===== src/rtl/disp_ser_pkg.sv =====
package disp_ser_pkg;
  localparam int unsigned BYTE_W = 8;
  localparam int unsigned WORD_W = 2 * BYTE_W;
  localparam int unsigned BIT_W  = $clog2(WORD_W + 1);

  localparam logic [1:0] KIND_CMD = 2'b00;
  localparam logic [1:0] KIND_EXT = 2'b01;

  typedef enum logic [1:0] {
    ST_IDLE,
    ST_LOAD,
    ST_LOW,
    ST_HIGH
  } ser_state_e;

  // A kind with the upper bit set is a data burst.
  function automatic logic kind_is_burst(logic [1:0] kind);
    return kind[1];
  endfunction

  // Command-type frames are left aligned so the shifter always uses the top bit.
  function automatic logic [WORD_W-1:0] cmd_frame(logic [1:0] kind,
                                                   logic [BYTE_W-1:0] cmd,
                                                   logic [BYTE_W-1:0] param);
    if (kind == KIND_EXT) return {cmd, param};
    return {cmd, {BYTE_W{1'b0}}};
  endfunction

  function automatic logic [BIT_W-1:0] frame_bits(logic [1:0] kind);
    if (kind == KIND_CMD) return BIT_W'(BYTE_W);
    return BIT_W'(WORD_W);
  endfunction

  function automatic int unsigned half_cycles(logic fast, int unsigned div);
    return fast ? 1 : div;
  endfunction
endpackage


===== src/rtl/disp_ser_phase_timer.sv =====
module disp_ser_phase_timer #(
  parameter int unsigned LEN_W = 3
) (
  input  logic             clk,
  input  logic             rst_n,
  input  logic             restart,
  input  logic [LEN_W-1:0] half_len,
  output logic             expire
);
  logic [LEN_W-1:0] cnt;

  always_ff @(posedge clk) begin
    if (!rst_n)              cnt <= '0;
    else if (restart)        cnt <= half_len - 1'b1;
    else if (cnt != '0)      cnt <= cnt - 1'b1;
  end

  assign expire = (cnt == '0);
endmodule


===== src/rtl/disp_ser_shifter.sv =====
module disp_ser_shifter
  import disp_ser_pkg::*;
(
  input  logic              clk,
  input  logic              rst_n,
  input  logic              load,
  input  logic [WORD_W-1:0] frame,
  input  logic [BIT_W-1:0]  nbits,
  input  logic              step,
  output logic              next_bit,
  output logic              last_bit
);
  logic [WORD_W-1:0] sr;
  logic [BIT_W-1:0]  left;

  always_ff @(posedge clk) begin
    if (!rst_n) begin
      sr   <= '0;
      left <= '0;
    end else if (load) begin
      sr   <= frame;
      left <= nbits;
    end else if (step) begin
      sr   <= {sr[WORD_W-2:0], 1'b0};
      left <= left - 1'b1;
    end
  end

  // The top bit is on the line now; the one below it goes out next.
  assign next_bit = sr[WORD_W-2];
  assign last_bit = (left == BIT_W'(1));
endmodule


===== src/rtl/disp_ser_wr.sv =====
module disp_ser_wr
  import disp_ser_pkg::*;
#(
  parameter int unsigned HALF_DIV = 4,
  parameter int unsigned CNT_W    = 8
) (
  input  logic              clk,
  input  logic              rst_n,
  input  logic              req_valid,
  output logic              req_ready,
  input  logic [1:0]        req_kind,
  input  logic [BYTE_W-1:0] req_cmd,
  input  logic [BYTE_W-1:0] req_param,
  input  logic [CNT_W-1:0]  req_count,
  input  logic              fast_mode,
  input  logic              word_valid,
  output logic              word_ready,
  input  logic [WORD_W-1:0] word_data,
  output logic              busy,
  output logic              done,
  output logic              lcd_cs_n,
  output logic              lcd_rs,
  output logic              lcd_sck,
  output logic              lcd_sda
);
  localparam int unsigned LEN_W = (HALF_DIV < 2) ? 1 : $clog2(HALF_DIV + 1);

  ser_state_e        state;
  logic [1:0]        kind_q;
  logic [BYTE_W-1:0] cmd_q, param_q;
  logic [CNT_W-1:0]  words_left;
  logic              burst_q, fast_q;
  logic              cs_n_q, rs_q, sck_q, sda_q, done_q;

  // Named internal events, also watched by the checker.
  logic              accept_evt, zero_evt, frame_go, bit_rise, bit_fall, frame_end;
  logic              expire, next_bit, last_bit;
  logic [WORD_W-1:0] frame_src;
  logic [LEN_W-1:0]  half_len;

  assign req_ready  = (state == ST_IDLE);
  assign accept_evt = req_valid && req_ready;
  assign zero_evt   = accept_evt && kind_is_burst(req_kind) && (req_count == '0);
  assign word_ready = (state == ST_LOAD) && burst_q;
  assign frame_go   = (state == ST_LOAD) && (!burst_q || word_valid);
  assign bit_rise   = (state == ST_LOW) && expire;
  assign bit_fall   = (state == ST_HIGH) && expire && !last_bit;
  assign frame_end  = (state == ST_HIGH) && expire && last_bit;
  assign frame_src  = burst_q ? word_data : cmd_frame(kind_q, cmd_q, param_q);
  assign half_len   = LEN_W'(half_cycles(fast_q, HALF_DIV));

  disp_ser_phase_timer #(.LEN_W(LEN_W)) u_timer (
    .clk      (clk),
    .rst_n    (rst_n),
    .restart  (frame_go || bit_rise || bit_fall),
    .half_len (half_len),
    .expire   (expire)
  );

  disp_ser_shifter u_shift (
    .clk      (clk),
    .rst_n    (rst_n),
    .load     (frame_go),
    .frame    (frame_src),
    .nbits    (burst_q ? BIT_W'(WORD_W) : frame_bits(kind_q)),
    .step     (bit_fall),
    .next_bit (next_bit),
    .last_bit (last_bit)
  );

  always_ff @(posedge clk) begin
    if (!rst_n) begin
      state      <= ST_IDLE;
      kind_q     <= KIND_CMD;
      cmd_q      <= '0;
      param_q    <= '0;
      words_left <= '0;
      burst_q    <= 1'b0;
      fast_q     <= 1'b0;
      cs_n_q     <= 1'b1;
      rs_q       <= 1'b0;
      sck_q      <= 1'b1;
      sda_q      <= 1'b1;
      done_q     <= 1'b0;
    end else begin
      done_q <= 1'b0;
      unique case (state)
        ST_IDLE: begin
          if (zero_evt) begin
            done_q <= 1'b1;
          end else if (accept_evt) begin
            kind_q     <= req_kind;
            cmd_q      <= req_cmd;
            param_q    <= req_param;
            words_left <= req_count;
            burst_q    <= kind_is_burst(req_kind);
            fast_q     <= fast_mode;
            rs_q       <= kind_is_burst(req_kind);
            cs_n_q     <= 1'b0;
            state      <= ST_LOAD;
          end
        end
        ST_LOAD: begin
          if (frame_go) begin
            sck_q <= 1'b0;
            sda_q <= frame_src[WORD_W-1];
            state <= ST_LOW;
          end
        end
        ST_LOW: begin
          if (bit_rise) begin
            sck_q <= 1'b1;
            state <= ST_HIGH;
          end
        end
        ST_HIGH: begin
          if (bit_fall) begin
            sck_q <= 1'b0;
            sda_q <= next_bit;
            state <= ST_LOW;
          end else if (frame_end) begin
            if (burst_q && words_left > CNT_W'(1)) begin
              words_left <= words_left - 1'b1;
              state      <= ST_LOAD;
            end else begin
              cs_n_q <= 1'b1;
              done_q <= 1'b1;
              state  <= ST_IDLE;
            end
          end
        end
        default: state <= ST_IDLE;
      endcase
    end
  end

  assign busy     = (state != ST_IDLE);
  assign done     = done_q;
  assign lcd_cs_n = cs_n_q;
  assign lcd_rs   = rs_q;
  assign lcd_sck  = sck_q;
  assign lcd_sda  = sda_q;
endmodule


===== config.mk =====
export PLATFORM = sky130hd
export DESIGN_NAME = disp_ser_wr
export DESIGN_NICKNAME = d
export VERILOG_FILES = /design/src/rtl/disp_ser_pkg.sv /design/src/rtl/disp_ser_phase_timer.sv /design/src/rtl/disp_ser_shifter.sv /design/src/rtl/disp_ser_wr.sv
export SDC_FILE = /design/constraint.sdc
export NUM_CORES = 1
export LEC_CHECK = 0
export BUFFER_PORTS_ARGS = -buffer_cell sky130_fd_sc_hd__buf_2
export CAP_MARGIN = 20
export CORE_MARGIN = 5
export CORE_UTILIZATION = 50
export DETAILED_ROUTE_END_ITERATION = 8
export GPL_TIMING_DRIVEN = 0
export PLACE_DENSITY = 0.78
export SYNTH_ARGS = -nofsm -noshare
export SYNTH_HDL_FRONTEND = slang
export SYNTH_SLANG_ARGS = --single-unit

===== constraint.sdc =====
create_clock -name clk -period 2.8 [get_ports clk]
set_input_delay 0 -clock clk [delete_from_list [all_inputs] [get_ports clk]]
set_output_delay 0 -clock clk [all_outputs]
set_load 0.02 [all_outputs]

After elaboration in Yosys (flattened, before gate mapping)
Index checks and enable logic that the tools add are counted.
{"block": "classes", "magnitude_cmp": 1, "n_eq_ne": 15, "mux": 47, "bitwise_logic": 1, "reduce_logical": 32, "addsub": 4}
{"operator": "$mux 16", "n": 3}
{"operator": "$mux 8", "n": 5}
{"operator": "$mux 15", "n": 2}
{"operator": "$mux 5", "n": 5}
{"operator": "$mux 1", "n": 17}
{"operator": "$pmux 8 s2", "n": 1}
{"operator": "$ne 2x2->1 const B", "n": 7}
{"operator": "$mux 2", "n": 6}
{"operator": "$reduce_and 6->1", "n": 2}
{"operator": "$logic_and 1x1->1", "n": 10}
{"operator": "$reduce_bool 2->1", "n": 5}
{"operator": "$mux 3", "n": 3}
{"operator": "$gt 8x1->1 const B", "n": 1}
{"operator": "$logic_not 8->1", "n": 1}
{"operator": "$pmux 2 s4", "n": 1}
{"operator": "$sub 8x1->8 const B", "n": 1}
{"operator": "$pmux 1 s2", "n": 3}
{"operator": "$reduce_and 3->1", "n": 2}
{"operator": "$reduce_bool 3->1", "n": 2}
{"operator": "$sub 3x1->3 const B", "n": 2}
{"operator": "$eq 5x1->1 const B", "n": 1}
{"operator": "$reduce_and 5->1", "n": 1}
{"operator": "$sub 5x1->5 const B", "n": 1}
{"operator": "$eq 2x1->1 const B", "n": 2}
{"operator": "10 further kinds", "n": 16}
{"block": "totals", "word_cells": 114, "output_inout_bits": 8, "inputBits": 47, "register_bits": 57}

Logic depth before layout (Yosys ltp)
Gate-level depths: netlist (run 1).
{"block": "logic_depth", "ltp_word": 6, "ltp_mapped": 9, "depth_no_buf": 8}

Cells and area by module
Synthesis (run 1) repeated with hierarchy kept, for this count alone.
{"block": "unflattened", "cells_unflattened": 373, "hier_area_um2": 3030.4}
{"module": "disp_ser_wr", "seq_area_each_um2": 660.6, "n_inst": 1, "cells_each": 245, "area_per_inst_um2": 1861.8}
{"module": "disp_ser_shifter", "seq_area_each_um2": 400.4, "n_inst": 1, "cells_each": 113, "area_per_inst_um2": 1001.0}
{"module": "disp_ser_phase_timer", "seq_area_each_um2": 60.1, "n_inst": 1, "cells_each": 15, "area_per_inst_um2": 167.7}

Worst setup path before layout (run 1)
No wires, ideal clock.
{"block": "synth_path", "path_type": "reg2reg", "from": "register u_shift.left[0]", "to": "register u_timer.cnt[2]", "path_buffers": 0, "slack_ps": 733, "required_ps": 2675, "synth_period_minus_slack_ps": 2067, "setup_time_ps": 125, "arrival_time_ps": 1942, "path_stages_with_launch": 8, "path_cell_list": "dfxtp_1 > ha_1 > or4b_4 > a221oi_1 > mux2i_1 > ha_1 > xnor2_1 > nor2_1"}
{"block": "synth_via", "elab_chain_len": 5, "word_cells_on_any_way": 6, "classes_between": "eq/ne (1); mux (1); reduce/logical (4)"}
{"item": "from (decl)", "line_no": "disp_ser_shifter.sv:14", "source": "logic [BIT_W-1:0] left;"}
{"item": "from (signal assigned)", "line_no": "disp_ser_shifter.sv:22", "source": "left <= nbits;"}
{"item": "from (signal assigned)", "line_no": "disp_ser_shifter.sv:25", "source": "left <= left - 1'b1;"}
{"item": "$eq 5x1->1 *", "line_no": "disp_ser_shifter.sv:31", "source": "assign last_bit = (left == BIT_W'(1));"}
{"item": "$logic_not 1->1 *", "line_no": "disp_ser_wr.sv:47", "source": "assign bit_fall = (state == ST_HIGH) && expire && !last_bit;"}
{"item": "$logic_and 1x1->1 *", "line_no": "disp_ser_wr.sv:47"}
{"item": "$logic_or 1x1->1 *", "line_no": "disp_ser_wr.sv:55", "source": ".restart (frame_go || bit_rise || bit_fall),"}
{"item": "$mux 3 / $reduce_bool 2->1 (equally long branches)"}
{"item": "to (signal assigned)", "line_no": "disp_ser_phase_timer.sv:14", "source": "else if (restart) cnt <= half_len - 1'b1;"}
{"item": "to (signal assigned)", "line_no": "disp_ser_phase_timer.sv:15", "source": "else if (cnt != '0) cnt <= cnt - 1'b1;"}
{"item": "to (decl)", "line_no": "disp_ser_phase_timer.sv:10", "source": "logic [LEN_W-1:0] cnt;"}
Mark *: on every way between the ends. The rest lies on a longest branch, timed or not.
A chain may end at the register's enable or synchronous reset.

Worst setup path after layout (run 1)
{"block": "layout_path", "from": "register state[0]", "to": "register u_shift.sr[7]"}
{"block": "layout_via", "elab_chain_len": 4, "word_cells_on_any_way": 7, "classes_between": "eq/ne (2); mux (1); reduce/logical (4)"}
{"item": "from (decl)", "line_no": "disp_ser_wr.sv:28", "source": "ser_state_e state;"}
{"item": "from (signal assigned)", "line_no": "disp_ser_wr.sv:73", "source": "state <= ST_IDLE;"}
{"item": "from (signal assigned)", "line_no": "disp_ser_wr.sv:100", "source": "state <= ST_LOAD;"}
{"item": "from (signal assigned)", "line_no": "disp_ser_wr.sv:107", "source": "state <= ST_LOW;"}
{"item": "$eq 2x2->1", "line_no": "disp_ser_wr.sv:47"}
{"item": "$logic_and 1x1->1 (2 in series)", "line_no": "disp_ser_wr.sv:47"}
{"item": "$reduce_bool 2->1 (no line)"}
{"item": "to (signal assigned)", "line_no": "disp_ser_shifter.sv:21", "source": "sr <= frame;"}
{"item": "to (signal assigned)", "line_no": "disp_ser_shifter.sv:24", "source": "sr <= {sr[WORD_W-2:0], 1'b0};"}
{"item": "to (decl)", "line_no": "disp_ser_shifter.sv:13", "source": "logic [WORD_W-1:0] sr;"}
Parallel ways exist; a longest one is shown, timed or not.

==> results by stage, run 1 <==
Layout:
- In the final design database the tool counted 510 nets.
- The signed area change from the synthesized netlist to the final layout is 23.4%.
- The fraction of layout cells with a size suffix above 1 is 17.0%.
- The filler cells instantiated in the layout total 560.
- 0 antenna diodes ended up in the layout.

Clocking:
- After clock tree synthesis, the clock-pin slew on the worst setup and hold paths is 110 ps.
- In this run, CTS created clock tree buffers numbering 5.
- The sink count of the clock tree is 56.
- The CTS tree is built.
- The cell sitting at the root of the clock tree is a sky130_fd_sc_hd__clkbuf_8.
- CTS built an H-tree with a depth of 2.
- After clock tree synthesis, the repair step resized 0 gates.
- The total setup buffers inserted after CTS is 0.
- In this run the deepest clock path goes through 2 buffers.
- At the later pin of the worst-skew pair, clock insertion delay measures 320 ps.

Timing:
- The normalized max-slew margin is 49.4%.
- The final number of max-transition violations is 0.
- The hold slack is 16.1 ps.
- For the pin with the worst max-slew slack, the measured transition is 757 ps.
- The number of setup violations in the final report is 0.
- Setup repair after global routing left no endpoint under its margin.
- The worst-case clock skew is 10.0 ps.
- The number of endpoints with negative hold slack in the final report is 0.
- The achievable frequency is 434 MHz.
- The setup total negative slack is 0 ps.
- The post-route fraction of the period consumed by the critical path is 82.3%.
- The worst path needs 2300 ps of the cycle, external delays included.

Place:
- Routability-driven placement finished with a final weighted congestion of 0.902.
- The total half-perimeter wirelength after legalization and detailed placement is 5650 um.
- The count of buffers added on input and output ports is 54.

Synthesis:
- The mean cell area of the mapped netlist is 7.94 sq um.
- Counting every net in the synthesized netlist gives 428.
- The register bit count reported by yosys is 56.
- By count the netlist is led by sky130_fd_sc_hd__nand2_1 (88), sky130_fd_sc_hd__dfxtp_1 (56), sky130_fd_sc_hd__a21oi_1 (40).
- Yosys instantiated no cell more often than sky130_fd_sc_hd__nand2_1.
- Of the post-synthesis cell area, the dominant cell type holds 38.1%.
- During synthesis, Yosys emitted a total of 0 warnings.
- The netlist uses 60 different library cells.
- After synthesis, flip-flops and latches occupy 38.1% of the total area.
- The top flip-flop cell by instance count after synthesis is sky130_fd_sc_hd__dfxtp_1.
- The number of standard cells after synthesis is 371.
- sky130_fd_sc_hd__dfxtp_1 takes more of the synthesized area than any other cell.
- The async set-reset flop share out of synthesis is 0%.
- The synthesized design contains 0 enable-type register cells.
- After synthesis, the cell types taking the most area are sky130_fd_sc_hd__dfxtp_1 (38%), sky130_fd_sc_hd__nand2_1 (11%), sky130_fd_sc_hd__a21oi_1 (6.8%).
- In this run the cell area of the synthesized design comes to 2950 sq um.

Critical path:
- Measured in cells, the most critical reg-to-reg path has a length of 7.
- The data arrival time of the critical path is 2560 ps.
- The maximum fanout encountered on the critical timing path is 10.
- The maximum single-stage delay on the critical path is 440 ps.
- Walking the worst path, the cells encountered are ha_1 -> nor4b_1 -> nand2_1 -> nand2_2 -> buf_2 -> o211ai_1 -> a21oi_1.
- The slowest stage of the critical path belongs to the cell sky130_fd_sc_hd__dfxtp_1.
- At the worst endpoint, the required time is 3050 ps.
- The critical path is of the flop to flop type.
- The total number of cells along the worst setup path is 7.
- The kind of cell with the highest combined delay along the critical path is simple AND/OR/NAND/NOR gates.
- STA classifies the critical path startpoint as a flop.
- In this run the register-to-register setup slack is 500 ps.
- The endpoint class of the critical path is a flop.
- The count of buffering cells on the critical path with inverters included is 1.

Floorplanning:
- The full die area is 7530 sq um.
- The effective utilization at floorplan is 50.6%.
- The placement row count is 28.
- The total area inside the core boundary comes to 5820 sq um.
- During I/O placement, the number of pins put on the boundary was 55.
- The die height is 86.8 um.
- In this run the horizontal extent of the chip is 86.8 um.

Detailed routing:
- The sum of routed wire length over all layers is 7790 um.
- The number of DRC violations after detailed routing is 0.
- After detailed routing, the average wire length per cell comes to 14.7 um.
- The detailed router placed 3004 vias in this run.
- The violation count after the first detailed-route iteration is 212.
- The detail-routed via count per cell is 5.68.
- The count of nets left with antenna violations once routing finished came out at 0.
- The pre-antenna-repair detailed-routing pass consisted of 4 iterations.

Global routing:
- The overall track demand over capacity in global routing is 21.3%.
- The number of global-route vias before repair is 2859.
- The remaining global-route overflow is 0.
- The number of antenna violations at the first check in global routing is 0.
- The first global-routing pass estimated 13000 um of wire.
- The pin count of the biggest net entering global routing is 19.

Pwr:
- IR analysis of the VDD net gives a maximum drop of 0.000407 V.
- The leakage power figure is 1.39 nW.
- The power per standard cell area is 934 nW/um^2.

Run status:
- The flow ran to the end, and the final reports show no timing, DRC or antenna violations.

Worst hold path:
- The tightest min-delay check is of the input port to flop type.
- The worst hold path was traced through 3 stages.

Run:
- Across the run, the number of max-cap violations was 0.
## logic make-up after synthesis
group           Yosys count  synth area share (%)
fa+ha+maj                10                  4.25
simple gates            146                  23.0
mux                      10                  3.40
xor+xnor                  4                  1.19
compound gates          112                  25.3
flops                    56                  38.1
buf+inv                  33                  4.80
## worst register-to-register path: cells and delay by family (launching register included)
kind	cells	cell delay, ps
adder cells (fa/ha/maj)	1	330
buffers and inverters	1	250
AND/OR/NAND/NOR	3	920
flip-flops	1	440
AO/OA/AOI/OAI	2	300
## timing repair
item / CTS / global route
endpoints found under the hold margin: 21 / 0
hold buffers: 21 / 0
endpoints found under the setup margin: 0 / 0
## area by class of cell
class                   instances  area, sq um  share of cell area [%]
plain buffers                  20         92.6                    2.55
clock buffers                   5         68.8                    1.89
well taps                      75         93.8                    2.58
repair buffers                 75          480                    13.2
clock inverters                 3         46.3                    1.27
flip-flops and latches         56         1120                    30.8
inverters                      13         48.8                    1.34
multi-input cells             282         1680                    46.3
## power breakdown
group          internal (mW)  total, mW  leakage (nW)  switching, mW
combinational          0.639       1.66         0.873           1.02
sequential              1.01       1.18         0.458          0.174
clock                  0.270      0.552        0.0548          0.282
## final timing paths
| path | to | startpoint |
|---|---|---|
| worst min register to register | u_shift.sr[2] | u_shift.sr[2] |
| worst max register to register | u_shift.sr[7] | state[0] |
| worst min-delay path | words_left[3] | req_count[3] |
| worst max-delay path | u_shift.sr[7] | state[0] |
## placed cells by master, fill, tap and decap left out, types with 3 or more instances in the layout
master                          instances
sky130_fd_sc_hd__o211ai_1              22
sky130_fd_sc_hd__inv_1                 11
sky130_fd_sc_hd__a21oi_1               40
sky130_fd_sc_hd__dfxtp_1               56
sky130_fd_sc_hd__nand3_1                4
sky130_fd_sc_hd__clkbuf_8               5
sky130_fd_sc_hd__dlygate4sd3_1         21
sky130_fd_sc_hd__mux2i_1               10
sky130_fd_sc_hd__nand2_1               88
sky130_fd_sc_hd__nor2_1                22
sky130_fd_sc_hd__o21ai_0               12
sky130_fd_sc_hd__a311oi_1               4
sky130_fd_sc_hd__a41oi_1                3
sky130_fd_sc_hd__a31oi_1                7
sky130_fd_sc_hd__nor3_1                 7
sky130_fd_sc_hd__ha_1                  10
sky130_fd_sc_hd__o41ai_1                3
sky130_fd_sc_hd__clkbuf_1              14
sky130_fd_sc_hd__buf_2                 56
sky130_fd_sc_hd__xnor2_1                3
## registers in the layout (all words and copies together), names as in the netlist
signal,flops
state,2
lcd_cs_n,1
words_left,8
lcd_sck,1
fast_q,1
u_shift.left,5
param_q,8
done,1
u_timer.cnt,3
u_shift.sr,15
kind_q,2
cmd_q,8
lcd_sda,1
## per-stage QoR
stage	util [%]	cells	power [mW]	instance area, sq um	setup WS, ps
3_3_place_gp	56.9	500	2.77	3310	511
3_5_place_dp	56.9	500	2.81	3310	527
2_1_floorplan	-	371	2.40	2950	733
4_1_cts	62.5	529	3.39	3630	495
6_report	62.5	529	3.40	3630	496
5_1_grt	62.5	529	3.66	3630	205
## per-layer routing
layer | share of wire, % | global-route usage, %
met3 | 6.0 | 4.18
met2 | 49 | 36.9
met5 | 0 | 0
met1 | 44 | 27.0
met4 | 1.6 | 5.81
(Power assumes the default switching activity.)
==> run 2: changes to the inputs <==
- ABC_AREA: not set -> 1
- PLACE_DENSITY: 0.78 -> 0.81
- clock period: 2.8 -> 2 ns (I/O delays scaled with it)
==> run 2 against run 1 <==
Wire length is 3.1% higher. Sequential power increased by 47%. Synthesized cell count grew 23%. Largest cell class unchanged. Highest routed layer unchanged.
==> results by stage, run 2 <==
Run status:
- The flow ran to the end, and the final reports show no timing, DRC or antenna violations.

Worst hold path:
- The terminating pin of the worst hold path is cmd_q[7].
- The hold path depth is 3 (unchanged).
- The worst hold path startpoint is req_cmd[7].
- The path class of the tightest hold or removal check is input port to flop.

Run:
- The total of max-cap violations is 0 (unchanged).

Layout:
- The count of nets after finishing is 592 (+16%).
- In the layout the commonest cells are sky130_fd_sc_hd__nand2_1 (102), sky130_fd_sc_hd__o21ai_0 (68), sky130_fd_sc_hd__buf_2 (59).
- The fraction of layout cells with a size suffix above 1 is 18.1% (+1.1 points).
- Relative to the synthesized area, the layout overhead comes to 21.1%.
- The multi-input logic area is 1620 sq um (-3.5%).
- The number of antenna cells inserted is 0 (unchanged).
- The flip-flop count of the largest register, all copies and words added came to 15 (unchanged).
- The most frequent standard cell in the layout excluding fill and tap cells is sky130_fd_sc_hd__nand2_1.
- The number of filler cells placed in the layout is 552 (-1.4%).
- The cell area after layout is 3720 sq um (+2.3%).
- Ranked by flip-flop count, first place goes to u_shift.sr.
- The sequential standard cell area is 1120 sq um (+0.22%).

Floorplanning:
- The floorplan die width came to 88.4 um (+1.9%).
- The placement row count was 28 (unchanged).
- The effective utilization at floorplan is 51.6% (+0.91 points).
- The number of top-level pins is 55 (unchanged).
- The area of the core region is 5960 sq um (+2.4%).
- The full die area is 7810 sq um (+3.8%).
- The die height is 88.4 um (+1.9%).

Global routing:
- The first-pass GRT wire length is 13600 um (+4.2%).
- The number of global-route vias before repair is 3047 (+6.6%).
- The overall track demand over capacity in global routing came to 21.8% (+0.49 points).
- The remaining global-route overflow is 0 (unchanged).
- The pin count of the biggest net entering global routing was 18 (-1).
- The number of antenna violations at the first check in global routing is 0 (unchanged).

Clocking:
- The count of H-tree levels built during CTS was 2 (unchanged).
- The worst-case clock buffer depth is 2 (unchanged).
- The clock latency at the later pin of the worst-skew pair came to 320 ps (about the same).
- The clock-pin slew of the registers on the worst-case setup and hold paths is 100 ps (about the same).
- The clock buffer count from CTS is 5 (unchanged).
- The CTS tree is built.
- The sink count of the clock tree is 56 (unchanged).
- The tree is rooted in a sky130_fd_sc_hd__clkbuf_8.

Synthesis:
- For this run, the leading register cell type out of synthesis is sky130_fd_sc_hd__dfxtp_1.
- The commonest cells after synthesis are sky130_fd_sc_hd__nand2_1 (102), sky130_fd_sc_hd__o21ai_0 (68), sky130_fd_sc_hd__dfxtp_1 (56).
- The proportion of synthesized chip area in sequential cells is 36.5% (-1.6 points).
- The count of synthesis-stage warnings from yosys came to 0 (unchanged).
- The post-synth net total is 515 (+20%).
- The largest area contributor in the netlist is sky130_fd_sc_hd__dfxtp_1.
- The number of distinct standard cells referenced by the synthesized netlist is 30 (-50%).
- The number of synthesized flops with an enable pin is 0 (unchanged).
- In the post-synthesis netlist, the cell with the most instances is sky130_fd_sc_hd__nand2_1.
- The register bit count reported by yosys was 56 (unchanged).
- The async set-reset flop share out of synthesis is 0% (unchanged).
- The portion of synthesized cell area occupied by the leading cell type is 36.5% (-1.6 points).
- The number of standard cells after synthesis came to 458 (+23%).
- The synthesized cell area was 3070 sq um (+4.2%).
- The mean cell area of the mapped netlist is 6.70 sq um (-16%).
- Yosys attributes the largest share of cell area to sky130_fd_sc_hd__dfxtp_1 (37%), sky130_fd_sc_hd__nand2_1 (12%), sky130_fd_sc_hd__o21ai_0 (11%).

Detailed routing:
- Signal routing reaches up to met4.
- The wire length per cell after detailed routing is 13.1 um (-11%).
- The met3 layer wire length in the routed design is 636 um (+35%).
- The met1 routed wirelength after detailed routing is 3620 um (+6.0%).
- The detailed-router iteration count before antenna repair came to 5 (+1).
- The number of DRC violations after detailed routing was 0 (unchanged).
- The vias after detailed routing is 3159 (+5.2%).
- The detail-routed via count per cell came to 5.17 (-9.0%).
- The antenna violation net count after detailed routing is 0 (unchanged).
- The sum of routed wire length over all layers is 8030 um (+3.1%).
- The violation count after the first detailed-route iteration is 182 (-14%).
- The routed length on met2 is 3650 um (-3.5%).

Pwr:
- The cell internal power dissipation is 2.89 mW (+51%).
- The power per standard cell area is 1410 nW/um^2 (+51%).
- The leakage power figure was 1.67 nW (+21%).
- The total power draw came to 5.25 mW (+55%).
- The net switching component of the power was 2.36 mW (+59%).
- The maximum ir drop on the vdd rail is 0.000925 V (+130%).
- The switching share of total power was 44.9% (+1.4 points).
- The power share of the combinational group is 52.1% (+3.1 points).
- The part of the total power dissipated in sequential elements is 33.2% (-1.6 points).
- The clock network fraction of total power is 14.7% (-1.5 points).

Timing:
- The setup total negative slack is 0 ps (unchanged).
- The number of endpoints with negative hold slack in the final report is 0 (unchanged).
- The number of setup violations in the final report is 0 (unchanged).
- The actual transition at the worst max-transition pin is 558 ps (-199 ps).
- The setup slack of the critical path after layout is 148 ps (-348 ps).
- The post-route fraction of the period consumed by the critical path is 92.6% (+10 points).
- The final number of max-transition violations is 0 (unchanged).
- The normalized max-slew margin is 62.8% (+13 points).
- The hold slack was 0.809 ps (-15.3 ps).
- The time the worst path needs with I/O delays and setup is 1850 ps (-452 ps).
- The worst-case clock skew is 19.8 ps (+9.81 ps).
- The achievable frequency is 540 MHz (+24%).
- Setup repair after global routing left no endpoint under its margin.

Place:
- The count of buffers from port buffering was 53 (-1.9%).
- The final weighted congestion in routability-driven placement came to 0.893 (-1.1%).
- The post-placement worst setup slack is 97.6 ps (-429 ps).
- The total half-perimeter wirelength after legalization and detailed placement is 5780 um (+2.4%).
- The area of placed instances is 3430 sq um (+3.6%).

Critical path:
- The end of the worst register-to-register path is kind_q[0].
- The startpoint of the worst-slack reg-to-reg timing path is state[0].
- The number of cells on the worst reg-to-reg path is 10 (+3).
- The element type at the critical path start is a flop.
- The data arrival time of the critical path is 2050 ps (-510 ps).
- The worst path required time is 2200 ps (-850 ps).
- The maximum fanout encountered on the critical timing path was 10 (unchanged).
- The setup slack of the most critical reg-to-reg path is 150 ps (-350 ps).
- The endpoint class of the critical path is a flop.
- The startpoint-to-endpoint class of the critical path is flop to flop.
==> run 2: area by class of cell <==
class                           count  share of cell area [%]
Buffer                             20                    3.30
Clock buffer                        6                    1.95
Clock inverter                      2                    1.04
Inverter                           55                    5.55
Multi-Input combinational cell    327                    43.7
Sequential cell                    56                    30.2
Tap cell                           75                    2.52
Timing Repair Buffer               70                    11.7
==> run 2: stage by stage <==
step | std cells | util (%)
final | 611 | 62.4
after global routing | 611 | 62.4
after CTS | 611 | 62.3
after detailed placement | 586 | 57.6
after global placement | 586 | 57.6
after floorplan | 458 | -
==> run 2: critical path, cell delays in order, from the launching register on <==
cell	delay, ps
sky130_fd_sc_hd__dfxtp_2	390
sky130_fd_sc_hd__inv_1	90
sky130_fd_sc_hd__ha_1	240
sky130_fd_sc_hd__nand2_1	70
sky130_fd_sc_hd__nor2_1	40
sky130_fd_sc_hd__nand3_1	110
sky130_fd_sc_hd__nand3_1	180
sky130_fd_sc_hd__buf_4	230
sky130_fd_sc_hd__buf_4	180
sky130_fd_sc_hd__o21ai_0	150
sky130_fd_sc_hd__a21oi_1	50
==> run 2: cells by family after synthesis <==
family                     share of synthesized area [%]
and+or+nand+nor                                     29.8
AOI/OAI and AO/OA                                   18.9
buffers and inverters                               10.7
DFF                                                 36.5
adders and majority gates                           4.07
==> run 2: timing repair <==
action / in CTS / in global routing
hold buffers: 17 / 0
buffers inserted: 0 / 0
hold endpoints to repair: 17 / 0
resized for setup: 0 / 5
endpoints found under the setup margin: 0 / 8
==> run 2: per-layer routing <==
layer  vias to the layer above  GRT usage (%)
met2                       118           37.0
met1                      1392           28.4
met3                        11           3.82
met4                         0           6.59
met5                         -              0
li1                       1638              -
==> run 2: how the worst max path moves through the flow <==
stage	from	end	slack [ps]	cells after the start
6_report	state[0]	kind_q[0]	150	10
5_1_grt	state[1]	kind_q[0]	10	10
4_1_cts	state[0]	u_timer.cnt[2]	50	10
3_5_place_dp	state[0]	u_timer.cnt[2]	100	10
3_3_place_gp	state[0]	kind_q[0]	140	10
2_1_floorplan	state[0]	words_left[4]	170	10
==> run 2: power by group through the flow <==
stage / Clock, mW / Sequential (mW) / Combinational, mW
5_1_grt: 0.810 / 1.79 / 3.13
3_3_place_gp: 0 / 1.74 / 2.59
6_report: 0.771 / 1.74 / 2.74
3_5_place_dp: 0 / 1.76 / 2.67
2_1_floorplan: 0 / 1.74 / 2.06
4_1_cts: 0.775 / 1.73 / 2.72
